===== src/rtl/pfr_pkg.sv =====
package pfr_pkg;
  localparam int NUM_FLAGS = 4;
  localparam int NUM_TERMS = 2 * NUM_FLAGS;
  localparam int NUM_WFLAGS = 2;

  typedef enum logic [1:0] {
    PRED_A   = 2'b00,
    PRED_Z   = 2'b01,
    PRED_B   = 2'b10,
    PRED_ALL = 2'b11
  } pred_e;

  typedef struct packed {
    logic a;
    logic b;
    logic s;
    logic z;
  } flags_t;
endpackage


===== src/rtl/pfr_pred_eval.sv =====
module pfr_pred_eval
  import pfr_pkg::*;
(
  input  flags_t     flags,
  input  logic [1:0] code,
  output logic       hit
);
  always_comb begin
    unique case (pred_e'(code))
      PRED_A:   hit = flags.a;
      PRED_B:   hit = flags.b;
      PRED_Z:   hit = flags.z;
      default:  hit = 1'b1;
    endcase
  end
endmodule


===== src/rtl/pfr_term_or.sv =====
module pfr_term_or
  import pfr_pkg::*;
#(
  parameter int TERMS = NUM_TERMS
) (
  input  flags_t             flags,
  input  logic [TERMS-1:0]   mask,
  output logic               value
);
  localparam int PAIRS = TERMS / 2;
  logic [PAIRS-1:0] src;
  logic [TERMS-1:0] term;

  // source order from most to least significant pair: A, B, S, Z
  assign src = flags;

  for (genvar p = 0; p < PAIRS; p++) begin : g_pair
    assign term[2*p+1] = src[p];
    assign term[2*p]   = ~src[p];
  end

  assign value = |(mask & term);
endmodule


===== src/rtl/pfr_flag_reg.sv =====
module pfr_flag_reg (
  input  logic clk,
  input  logic rst,
  input  logic wr_en,
  input  logic next_a,
  input  logic next_b,
  input  logic dload,
  input  logic dtop,
  output logic a_q,
  output logic b_q,
  output logic s_q
);
  always_ff @(posedge clk) begin
    if (rst) begin
      a_q <= 1'b0;
      b_q <= 1'b0;
    end else if (wr_en) begin
      a_q <= next_a;
      b_q <= next_b;
    end
  end

  always_ff @(posedge clk) begin
    if (rst)        s_q <= 1'b0;
    else if (dload) s_q <= dtop;
  end

  AST_RESET_CLEARS: assert property (@(posedge clk)
    rst |=> (!a_q && !b_q && !s_q));
  AST_S_LOADS: assert property (@(posedge clk) disable iff (rst)
    dload |=> (s_q == $past(dtop)));
  AST_S_HOLDS: assert property (@(posedge clk) disable iff (rst)
    !dload |=> $stable(s_q));
  AST_AB_HOLD: assert property (@(posedge clk) disable iff (rst)
    !wr_en |=> ($stable(a_q) && $stable(b_q)));
endmodule


===== src/rtl/pfr_flag_unit.sv =====
module pfr_flag_unit
  import pfr_pkg::*;
(
  input  logic       clk,
  input  logic       rst,
  input  logic       flg_we,
  input  logic [1:0] flg_pred,
  input  logic [7:0] mask_a,
  input  logic [7:0] mask_b,
  input  logic       dload,
  input  logic       dtop,
  input  logic       lc_zero,
  input  logic [1:0] pred_code,
  output logic       flag_a,
  output logic       flag_b,
  output logic       flag_s,
  output logic       flag_z,
  output logic       pred_true
);
  flags_t cur;
  logic   a_q, b_q, s_q;
  logic [1:0] codes [2];
  logic [1:0] hits;
  logic [NUM_TERMS-1:0] masks [NUM_WFLAGS];
  logic [NUM_WFLAGS-1:0] nxt;
  logic   ins_fire;

  assign cur = '{a: a_q, b: b_q, s: s_q, z: lc_zero};

  // slot 0 judges the flags instruction, slot 1 answers the query port
  assign codes[0] = flg_pred;
  assign codes[1] = pred_code;
  for (genvar i = 0; i < 2; i++) begin : g_eval
    pfr_pred_eval u_eval (.flags(cur), .code(codes[i]), .hit(hits[i]));
  end

  assign masks[0] = mask_a;
  assign masks[1] = mask_b;
  for (genvar w = 0; w < NUM_WFLAGS; w++) begin : g_next
    pfr_term_or #(.TERMS(NUM_TERMS)) u_or (
      .flags(cur), .mask(masks[w]), .value(nxt[w]));
  end

  assign ins_fire = flg_we & hits[0];

  pfr_flag_reg u_reg (
    .clk(clk), .rst(rst), .wr_en(ins_fire),
    .next_a(nxt[0]), .next_b(nxt[1]),
    .dload(dload), .dtop(dtop),
    .a_q(a_q), .b_q(b_q), .s_q(s_q));

  assign flag_a    = a_q;
  assign flag_b    = b_q;
  assign flag_s    = s_q;
  assign flag_z    = lc_zero;
  assign pred_true = hits[1];

  AST_PRED_ALWAYS: assert property (@(posedge clk) disable iff (rst)
    (pred_code == 2'b11) |-> pred_true);
  AST_PRED_ZERO: assert property (@(posedge clk) disable iff (rst)
    (pred_code == 2'b01) |-> (pred_true == lc_zero));
  AST_EMPTY_MASK: assert property (@(posedge clk) disable iff (rst)
    (ins_fire && mask_a == 8'h00) |=> !flag_a);
  AST_SNAPSHOT_SWAP: assert property (@(posedge clk) disable iff (rst)
    (ins_fire && mask_a == 8'h20 && mask_b == 8'h80)
      |=> (flag_a == $past(flag_b) && flag_b == $past(flag_a)));
  AST_NO_S_WRITE: assert property (@(posedge clk) disable iff (rst)
    (flg_we && !dload) |=> $stable(flag_s));
endmodule


===== config.mk =====
export PLATFORM = sky130hd
export DESIGN_NAME = pfr_flag_unit
export DESIGN_NICKNAME = d
export VERILOG_FILES = /design/src/rtl/pfr_pkg.sv /design/src/rtl/pfr_pred_eval.sv /design/src/rtl/pfr_term_or.sv /design/src/rtl/pfr_flag_reg.sv /design/src/rtl/pfr_flag_unit.sv
export SDC_FILE = /design/constraint.sdc
export NUM_CORES = 1
export LEC_CHECK = 0
export BUFFER_PORTS_ARGS = -buffer_cell sky130_fd_sc_hd__buf_2
export CAP_MARGIN = 0
export CORE_AREA = 5 5 42 44
export CTS_CLUSTER_SIZE = 14
export DETAILED_ROUTE_END_ITERATION = 6
export DIE_AREA = 0 0 47 49
export PLACE_DENSITY = 0.63
export SLEW_MARGIN = 20
export SYNTH_ARGS = -nofsm -noshare
export SYNTH_HDL_FRONTEND = slang
export SYNTH_HIERARCHICAL = 1
export SYNTH_SLANG_ARGS = --single-unit

===== constraint.sdc =====
create_clock -name clk -period 2.4 [get_ports clk]
set_clock_uncertainty 0.1 [all_clocks]
set_input_delay 0.24 -clock clk [delete_from_list [all_inputs] [get_ports clk]]
set_output_delay 0.24 -clock clk [all_outputs]
set_load 0.02 [all_outputs]

==> metrics.cfg, run 1 <==
[clock_network]
cts-resized-gates=0
cts_htree_levels=1
clock_latency_ns=0.24
ctsHoldBuffers=0
clkSlewWorstSetupHoldPaths_ns=0.04
cts_root_buf=clkbuf_4
numCtsBuffers=3
post_cts_buffers=0
cts_tree=built
clk_path_buf_depth=2
clkSinkCount=3

[power_and_ir_drop]
ir_drop_uv=184
p_leak_uw=0.000241
powerDensity_nw_per_um2=491

[worst_setup_path]
path_max_fanout=6
critPathTopFamily=flip-flops
cp_cell_sequence=mux2i_1 > mux2i_1 > buf_2
worstPathRequired_ns=2.06
crit_type=register to primary output
reg2reg_depth=5
max_stage_delay_ns=0.43
path_common_cell=mux2i_1
crit_slowest_cell=dfxtp_1
cp_num_buf_inv=1
reg2reg_slack_ns=1.07
cp.arrival_ns=1.07
r2r_start=u_reg/a_q$_SDFFE_PP0P_
cp-end-kind=primary output
startpoint_type=register
reg2reg_to=u_reg/b_q$_SDFFE_PP0P_

[min_path]
worstHoldStart=rst
hp-class=input pin to register
holdPathStages=2
holdPathEnd=u_reg/b_q$_SDFFE_PP0P_

[synthesis]
ys_seq_area_frac=0.235
netlist_instances=27
netlist.area_leader.share=0.588
synth_cell_type_count=6
yosys_warnings=6
syn-cell-area_sq_um=255
synth-seq-cells=3
yosys-top-cells-area=mux2i_1, dfxtp_1, nor2_1
syn-num-nets=53
synth.avg_cell_area_sq_um=9.45
yosys.area.top_type=mux2i_1

[cells_and_area]
diodes=0
final_common_cell=buf_2
final_core_util=0.317
final_nets=87
layout_common_cells=buf_2, mux2i_1, nor2_1
drive_gt1_frac=0.550
syn_to_final_growth_pct=74.0
fillers=170
fin_cells=76

[placement]
place_inst=72
gp_congestion=0.584
numPortBuffers=30
dp_slack_ns=1.10

[floorplanning]
ios=31
die-area_sq_um=2300
core_sq_um=1400
start_util=0.182
die_y_microns=49
rows=14
die_x_microns=47

[detailed_routing]
wl_microns=913
ant_nets=0
dr.pass1.iters=2
drtIter0Drc=1
post_drt_wl_per_cell_microns=12.0
num_vias=334
drc=0
routed_via_density=4.39

[timing]
worst_slew_pin_slew_ns=0.237
hold_viol=0
fin_hold_ws_ns=0.0907
setup_ws_ns=0.990
drv_slew=0
rsz0062_at_grt=no
min_period_ns=1.41
setup_viol=0
fmax_mhz=709
slew_headroom=0.841
period_share=0.587
setup_tns_ns=0

[global_routing]
antenna_found_initial=0
grt_max_degree=7
grt_pass1_vias=342
grt_first_pass_wirelength_mm=1.44
grt_overflow=0
track_usage=0.0894

[flow_run]
maxCapViolCount=0

[status]
status=finished, final reports clean

[logic make-up after synthesis]
group,share of synthesized area
buffers and inverters,0.0294
flip-flops,0.235
multiplexers,0.588
AND/OR/NAND/NOR,0.147
[worst max path at each step]
stage                                start                endpoint  slack [ns]  cells past startpoint
finish              u_reg/a_q$_SDFFE_PP0P_               pred_true        0.99                      3
global route        u_reg/a_q$_SDFFE_PP0P_               pred_true        0.87                      3
CTS                 u_reg/a_q$_SDFFE_PP0P_               pred_true        0.97                      3
detailed placement  u_reg/a_q$_SDFFE_PP0P_  u_reg/b_q$_SDFFE_PP0P_        1.10                      5
global placement    u_reg/a_q$_SDFFE_PP0P_  u_reg/a_q$_SDFFE_PP0P_        1.10                      5
floorplan           u_reg/a_q$_SDFFE_PP0P_  u_reg/b_q$_SDFFE_PP0P_        1.06                      5
[synth_stat cells, drive strengths merged]
| master | instances |
|---|---|
| and2 | 1 |
| buf | 1 |
| dfxtp | 3 |
| mux2i | 15 |
| nand4 | 2 |
| nor2 | 5 |
[per-stage QoR]
step                      cell area [sq um]  total power [uW]
final                                   444               218
after floorplan                         255              95.9
after global placement                  418               127
after CTS                               444               225
after global routing                    444               238
after detailed placement                418               128
[area by class of cell]
class	count	area (sq um)	share of cell area
clock buffer	4	26.3	0.0592
multi-input combinational	23	188	0.423
sequential	3	60.1	0.135
tap	16	20.0	0.0451
timing repair buffer	30	150	0.338
[layer usage]
layer / GRT usage / vias up / routed length [microns]
met5: 0 / - / 0
met4: 0.0138 / 0 / 0
met3: 0.0738 / 0 / 114
li1: - / 164 / -
met1: 0.0899 / 151 / 297
met2: 0.143 / 19 / 501
[report_power, final]
group	total [uW]	switching (uW)	internal (uW)
clock	91.2	28.7	62.5
sequential	61.5	7.20	54.3
combinational	65.4	29.5	35.9
[flip-flops by register name (all words and copies together) (netlist names)]
signal / cells
u_reg/s_q: 1
u_reg/a_q: 1
u_reg/b_q: 1
No activity file was read; power rests on OpenSTA's default activity.
==> inputs of run 2 (changes only) <==
- clock period: 2.4 -> 1.45 ns (I/O delays scaled with it)
==> run 2 against run 1 <==
  * First-iteration DRC count grew to 5.0 times the previous value
  * Global-route usage increased by 0.14 points
  * Routed wire length is 1.9% higher
  * Worst hold slack lost 0.029 ns
  * Register-to-register slack got worse by 0.91 ns
  * Largest power group unchanged
==> metrics.cfg, run 2 (synthesis gave the netlist of run 1 again) <==
[timing]
setup_tns_ns=0  ; unchanged
drv_slew=0  ; unchanged
min_period_ns=1.29
rsz0062_at_grt=no
fin_hold_ws_ns=0.0613  ; -0.0294 ns
fmax_mhz=773
setup_viol=0  ; unchanged
worst_slew_pin_slew_ns=0.247  ; +0.00923 ns
slew_headroom=0.835  ; -0.00616
period_share=0.892
hold_viol=0  ; unchanged

[worst_setup_path]
startpoint_type=register
crit_slowest_cell=dfxtp_1
cp.arrival_ns=1.32  ; +0.25 ns
crit_type=register to register
worstPathRequired_ns=1.47  ; -0.59 ns
path_max_fanout=6  ; unchanged
cp_cell_sequence=nor2_1 > mux2i_1 > and2_1 > mux2i_1 > nor2_1
cp-end-kind=register
max_stage_delay_ns=0.45  ; +0.02 ns

[clock_network]
clk_path_buf_depth=2  ; unchanged
post_cts_buffers=0  ; unchanged
cts_htree_levels=1  ; unchanged
numCtsBuffers=3  ; unchanged
clkSinkCount=3  ; unchanged
cts_tree=built
clock_latency_ns=0.23  ; about the same
cts_root_buf=clkbuf_4
clkSlewWorstSetupHoldPaths_ns=0.04  ; about the same

[cells_and_area]
layout_common_cells=buf_2, mux2i_1, nor2_1
syn_to_final_growth_pct=78.4
drive_gt1_frac=0.557  ; +0.00738
diodes=0  ; unchanged
top_regs=u_reg/a_q: 1 flops, u_reg/b_q: 1 flops, u_reg/s_q: 1 flops
final_nets=88  ; +1.1%
final_common_cell=buf_2
final_core_util=0.325  ; +0.00804

[power_and_ir_drop]
p_leak_uw=0.000245  ; +1.9%
power_uw=365  ; +67%
ir_drop_uv=294  ; +60%
powerDensity_nw_per_um2=801  ; +63%

[floorplanning]
start_util=0.182  ; unchanged
core_sq_um=1400  ; unchanged
die_y_microns=49  ; unchanged
rows=14  ; unchanged
ios=31  ; unchanged
die-area_sq_um=2300  ; unchanged
die_x_microns=47  ; unchanged

[global_routing]
grt_max_degree=7  ; unchanged
antenna_found_initial=0  ; unchanged
grt_first_pass_wirelength_mm=1.50  ; +4.3%
grt_pass1_vias=370  ; +8.2%
grt_overflow=0  ; unchanged
track_usage=0.0908  ; +0.00141

[detailed_routing]
ant_nets=0  ; unchanged
drtIter0Drc=5  ; +4
dr.pass1.iters=2  ; unchanged
num_vias=331  ; -0.90%
post_drt_wl_per_cell_microns=12.1  ; +0.54%
drc=0  ; unchanged
wl_microns=930  ; +1.9%
routed_via_density=4.30  ; -2.2%

[status]
status=finished, final reports clean

[flow_run]
maxCapViolCount=0  ; unchanged

[placement]
numPortBuffers=30  ; unchanged
gp_congestion=0.601  ; +3.0%

[min_path]
hp-class=input pin to register

-- run 2: cell types whose count changed in the layout (fill, tap and decap cells not counted), sizes merged --
cell,delta
dlygate4sd3,+1
-- run 2: layout make-up --
type | instances | area (sq um)
clock buffers | 4 | 26.3
fillers | 165 | 946
multi-input cells | 23 | 188
flip-flops and latches | 3 | 61.3
well taps | 16 | 20.0
repair buffers | 31 | 160
-- run 2: worst paths after layout --
check / startpoint / endpoint / slack (ns) / cells past startpoint
min: dtop / u_reg/s_q$_SDFFE_PP0P_ / 0.06 / 3
max: u_reg/b_q$_SDFFE_PP0P_ / u_reg/b_q$_SDFFE_PP0P_ / 0.16 / 5
max reg2reg: u_reg/b_q$_SDFFE_PP0P_ / u_reg/b_q$_SDFFE_PP0P_ / 0.16 / 5
min reg2reg: u_reg/a_q$_SDFFE_PP0P_ / u_reg/a_q$_SDFFE_PP0P_ / 0.46 / 2
-- run 2: metrics by stage --
stage	area (sq um)	setup slack, ns	std cells
3_3_place_gp	418	0.191	72
5_1_grt	455	0.0481	77
3_5_place_dp	418	0.132	72
2_1_floorplan	255	0.111	27
4_1_cts	454	0.0916	77
6_report	455	0.157	77
-- run 2: layer usage --
layer | track usage | vias to the layer above | share of wire
met4 | 0.0553 | 0 | 0
met2 | 0.145 | 15 | 0.55
met5 | 0 | - | 0
li1 | - | 167 | -
met3 | 0.0369 | 0 | 0.096
met1 | 0.0943 | 149 | 0.36
-- run 2: critical path, delay by kind of cell, from the launching register on --
family,cells,cell delay [ns]
muxes,2,0.33
and+or+nand+nor,3,0.30
DFF,1,0.45
-- run 2: power by group --
group | internal (uW) | switching [uW] | leakage (uW)
logic | 61.2 | 49.2 | 0.000205
clock network | 103 | 48.2 | 0.0000150
registers | 90.4 | 12.2 | 0.0000251
total | 255 | 110 | 0.000245
-- run 2: repair_timing --
action,4_1_cts,5_1_grt
endpoints found under the setup margin,0,3
hold endpoints to repair,3,0
gates resized for setup,0,1
hold buffers,1,0
==> inputs of run 3 (changes only) <==
- CTS_BUF_LIST: unset -> sky130_fd_sc_hd__clkbuf_16
==> run 3 against run 2 <==
  * Combinational power about the same
  * Design area increased by 9.3%
  * Sequential cell count unchanged
  * Routed wire length increased by 3.3%
  * The run now ends with negative hold slack left
  * Non-clock buffer count decreased by 1
  * Highest routed layer is now met4
  * Worst hold slack got worse by 0.064 ns
  * Core utilization increased by 3.0 points
  * Critical endpoint unchanged
==> metrics.cfg, run 3 (synthesis gave the netlist of run 1 again) <==
[global_routing]
track_usage=0.101  ; +0.0106
grt_max_degree=7  ; unchanged
antenna_found_initial=0  ; unchanged
grt_pass1_vias=353  ; -4.6%
grt_first_pass_wirelength_mm=1.55  ; +3.2%
grt_overflow=0  ; unchanged

[cells_and_area]
multi_input_area_sq_um=188  ; unchanged
final_common_cell=buf_2
final_nets=87  ; -1.1%
diodes=0  ; unchanged
drive_gt1_frac=0.567  ; +0.00929
fillers=158  ; -4.2%
seq_area_sq_um=61.3  ; unchanged
fin_cells=76  ; -1.3%
syn_to_final_growth_pct=95.1
top_regs=u_reg/a_q: 1 flops, u_reg/b_q: 1 flops, u_reg/s_q: 1 flops
layout_common_cells=buf_2, mux2i_1, nor2_1

[clock_network]
numCtsBuffers=3  ; unchanged
clkSlewWorstSetupHoldPaths_ns=0.03  ; about the same
clk_path_buf_depth=2  ; unchanged
cts_root_buf=clkbuf_16
clkSinkCount=3  ; unchanged
cts_tree=built
clock_latency_ns=0.23  ; about the same
cts_htree_levels=1  ; unchanged

[worst_setup_path]
worstPathRequired_ns=1.47  ; about the same
cp.arrival_ns=1.30  ; -0.02 ns
crit_type=register to register
reg2reg_to=u_reg/b_q$_SDFFE_PP0P_
critPathCapture=u_reg/b_q$_SDFFE_PP0P_
cp_num_buf_inv=0  ; unchanged
startpoint_type=register
max_stage_delay_ns=0.44  ; about the same
reg2reg_depth=5  ; unchanged
cp_cell_sequence=nor2_1 > mux2i_1 > and2_1 > mux2i_1 > nor2_1
crit_slowest_cell=dfxtp_1
reg2reg_slack_ns=0.17  ; about the same
r2r_start=u_reg/b_q$_SDFFE_PP0P_
cp-end-kind=register
worst-path-stages=5  ; unchanged
path_max_fanout=6  ; unchanged
critPathTopFamily=flip-flops
crit_start=u_reg/b_q$_SDFFE_PP0P_

[timing]
hold_viol=1  ; +1
min_period_ns=1.28  ; -0.0139 ns
fmax_mhz=782  ; +1.1%
setup_viol=0  ; unchanged
worst_slew_pin_slew_ns=0.246  ; -0.000571 ns
setup_ws_ns=0.171  ; +0.0139 ns
rsz0062_at_grt=no
drv_slew=0  ; unchanged
setup_tns_ns=0  ; unchanged
period_share=0.882  ; -0.00955
slew_headroom=0.836  ; about the same
fin_hold_ws_ns=-0.00298  ; -0.0643 ns

[status]
violations=negative hold slack
status=finished, violations left

[detailed_routing]
post_drt_wl_per_cell_microns=12.6  ; +4.7%
drc=0  ; unchanged
wl_microns=961  ; +3.3%
drtIter0Drc=1  ; -4
dr.pass1.iters=2  ; unchanged
routed_via_density=4.39  ; +2.2%
num_vias=334  ; +0.91%
ant_nets=0  ; unchanged

[power_and_ir_drop]
powerDensity_nw_per_um2=1310  ; +63%
p_sw_uw=145  ; +32%
p_int_uw=507  ; +99%
p_clk_frac=0.676  ; +0.260
p_sw_frac=0.223  ; -0.0780
p_leak_uw=0.000268  ; +9.4%
seqPwrFrac=0.158  ; -0.123
power_frac_comb=0.166  ; -0.137
ir_drop_uv=525  ; +79%

[min_path]
hp-class=input pin to register

[floorplanning]
die-area_sq_um=2300  ; unchanged
start_util=0.182  ; unchanged
die_y_microns=49  ; unchanged
rows=14  ; unchanged
core_sq_um=1400  ; unchanged
ios=31  ; unchanged
die_x_microns=47  ; unchanged

[placement]
gp_congestion=0.601  ; unchanged
dp_slack_ns=0.132  ; unchanged
place_inst=72  ; unchanged
numPortBuffers=30  ; unchanged

[flow_run]
maxCapViolCount=0  ; unchanged

-- run 3: power groups by stage --
stage                     clock, uW  sequential [uW]  combinational, uW
after global placement            0              103                107
after detailed placement          0              104                109
final                           441              103                108
after floorplan                   0              109               49.4
after CTS                       451              103                109
after global routing            465              105                119
-- run 3: layer usage --
layer | vias to the layer above | routed length, microns | global-route usage
met5 | - | 0 | 0
met4 | 0 | 51 | 0.111
met3 | 5 | 125 | 0.0480
met2 | 18 | 489 | 0.147
met1 | 146 | 295 | 0.0921
li1 | 165 | - | -
-- run 3: final cells by class --
cell class / instances / area share
Timing Repair Buffer: 30 / 0.302
Tap cell: 16 / 0.0402
Sequential cell: 3 / 0.123
Clock inverter: 1 / 0.00754
Multi-Input combinational cell: 23 / 0.377
Clock buffer: 3 / 0.151
-- run 3: worst min-delay path by stage --
stage | slack, ns | to | cells after the start | startpoint
global route | 0.008 | u_reg/s_q$_SDFFE_PP0P_ | 2 | rst
finish | -0.003 | u_reg/a_q$_SDFFE_PP0P_ | 2 | rst
global placement | 0.24 | u_reg/s_q$_SDFFE_PP0P_ | 2 | rst
floorplan | 0.12 | u_reg/a_q$_SDFFE_PP0P_ | 1 | rst
CTS | 0.002 | u_reg/a_q$_SDFFE_PP0P_ | 2 | rst
detailed placement | 0.24 | u_reg/b_q$_SDFFE_PP0P_ | 2 | rst
-- run 3: per-stage QoR --
stage / util / power (uW) / instance area, sq um
detailed placement: 0.298 / 213 / 418
CTS: 0.354 / 663 / 497
global route: 0.355 / 689 / 498
finish: 0.355 / 652 / 498
global placement: 0.298 / 211 / 418
floorplan: - / 159 / 255
-- run 3: what timing repair did --
action                                  4_1_cts  5_1_grt
hold buffers                                  0        0
endpoints found under the hold margin         0        0
resized for setup                             0        1
endpoints found under the setup margin        0        2
setup buffers                                 0        0
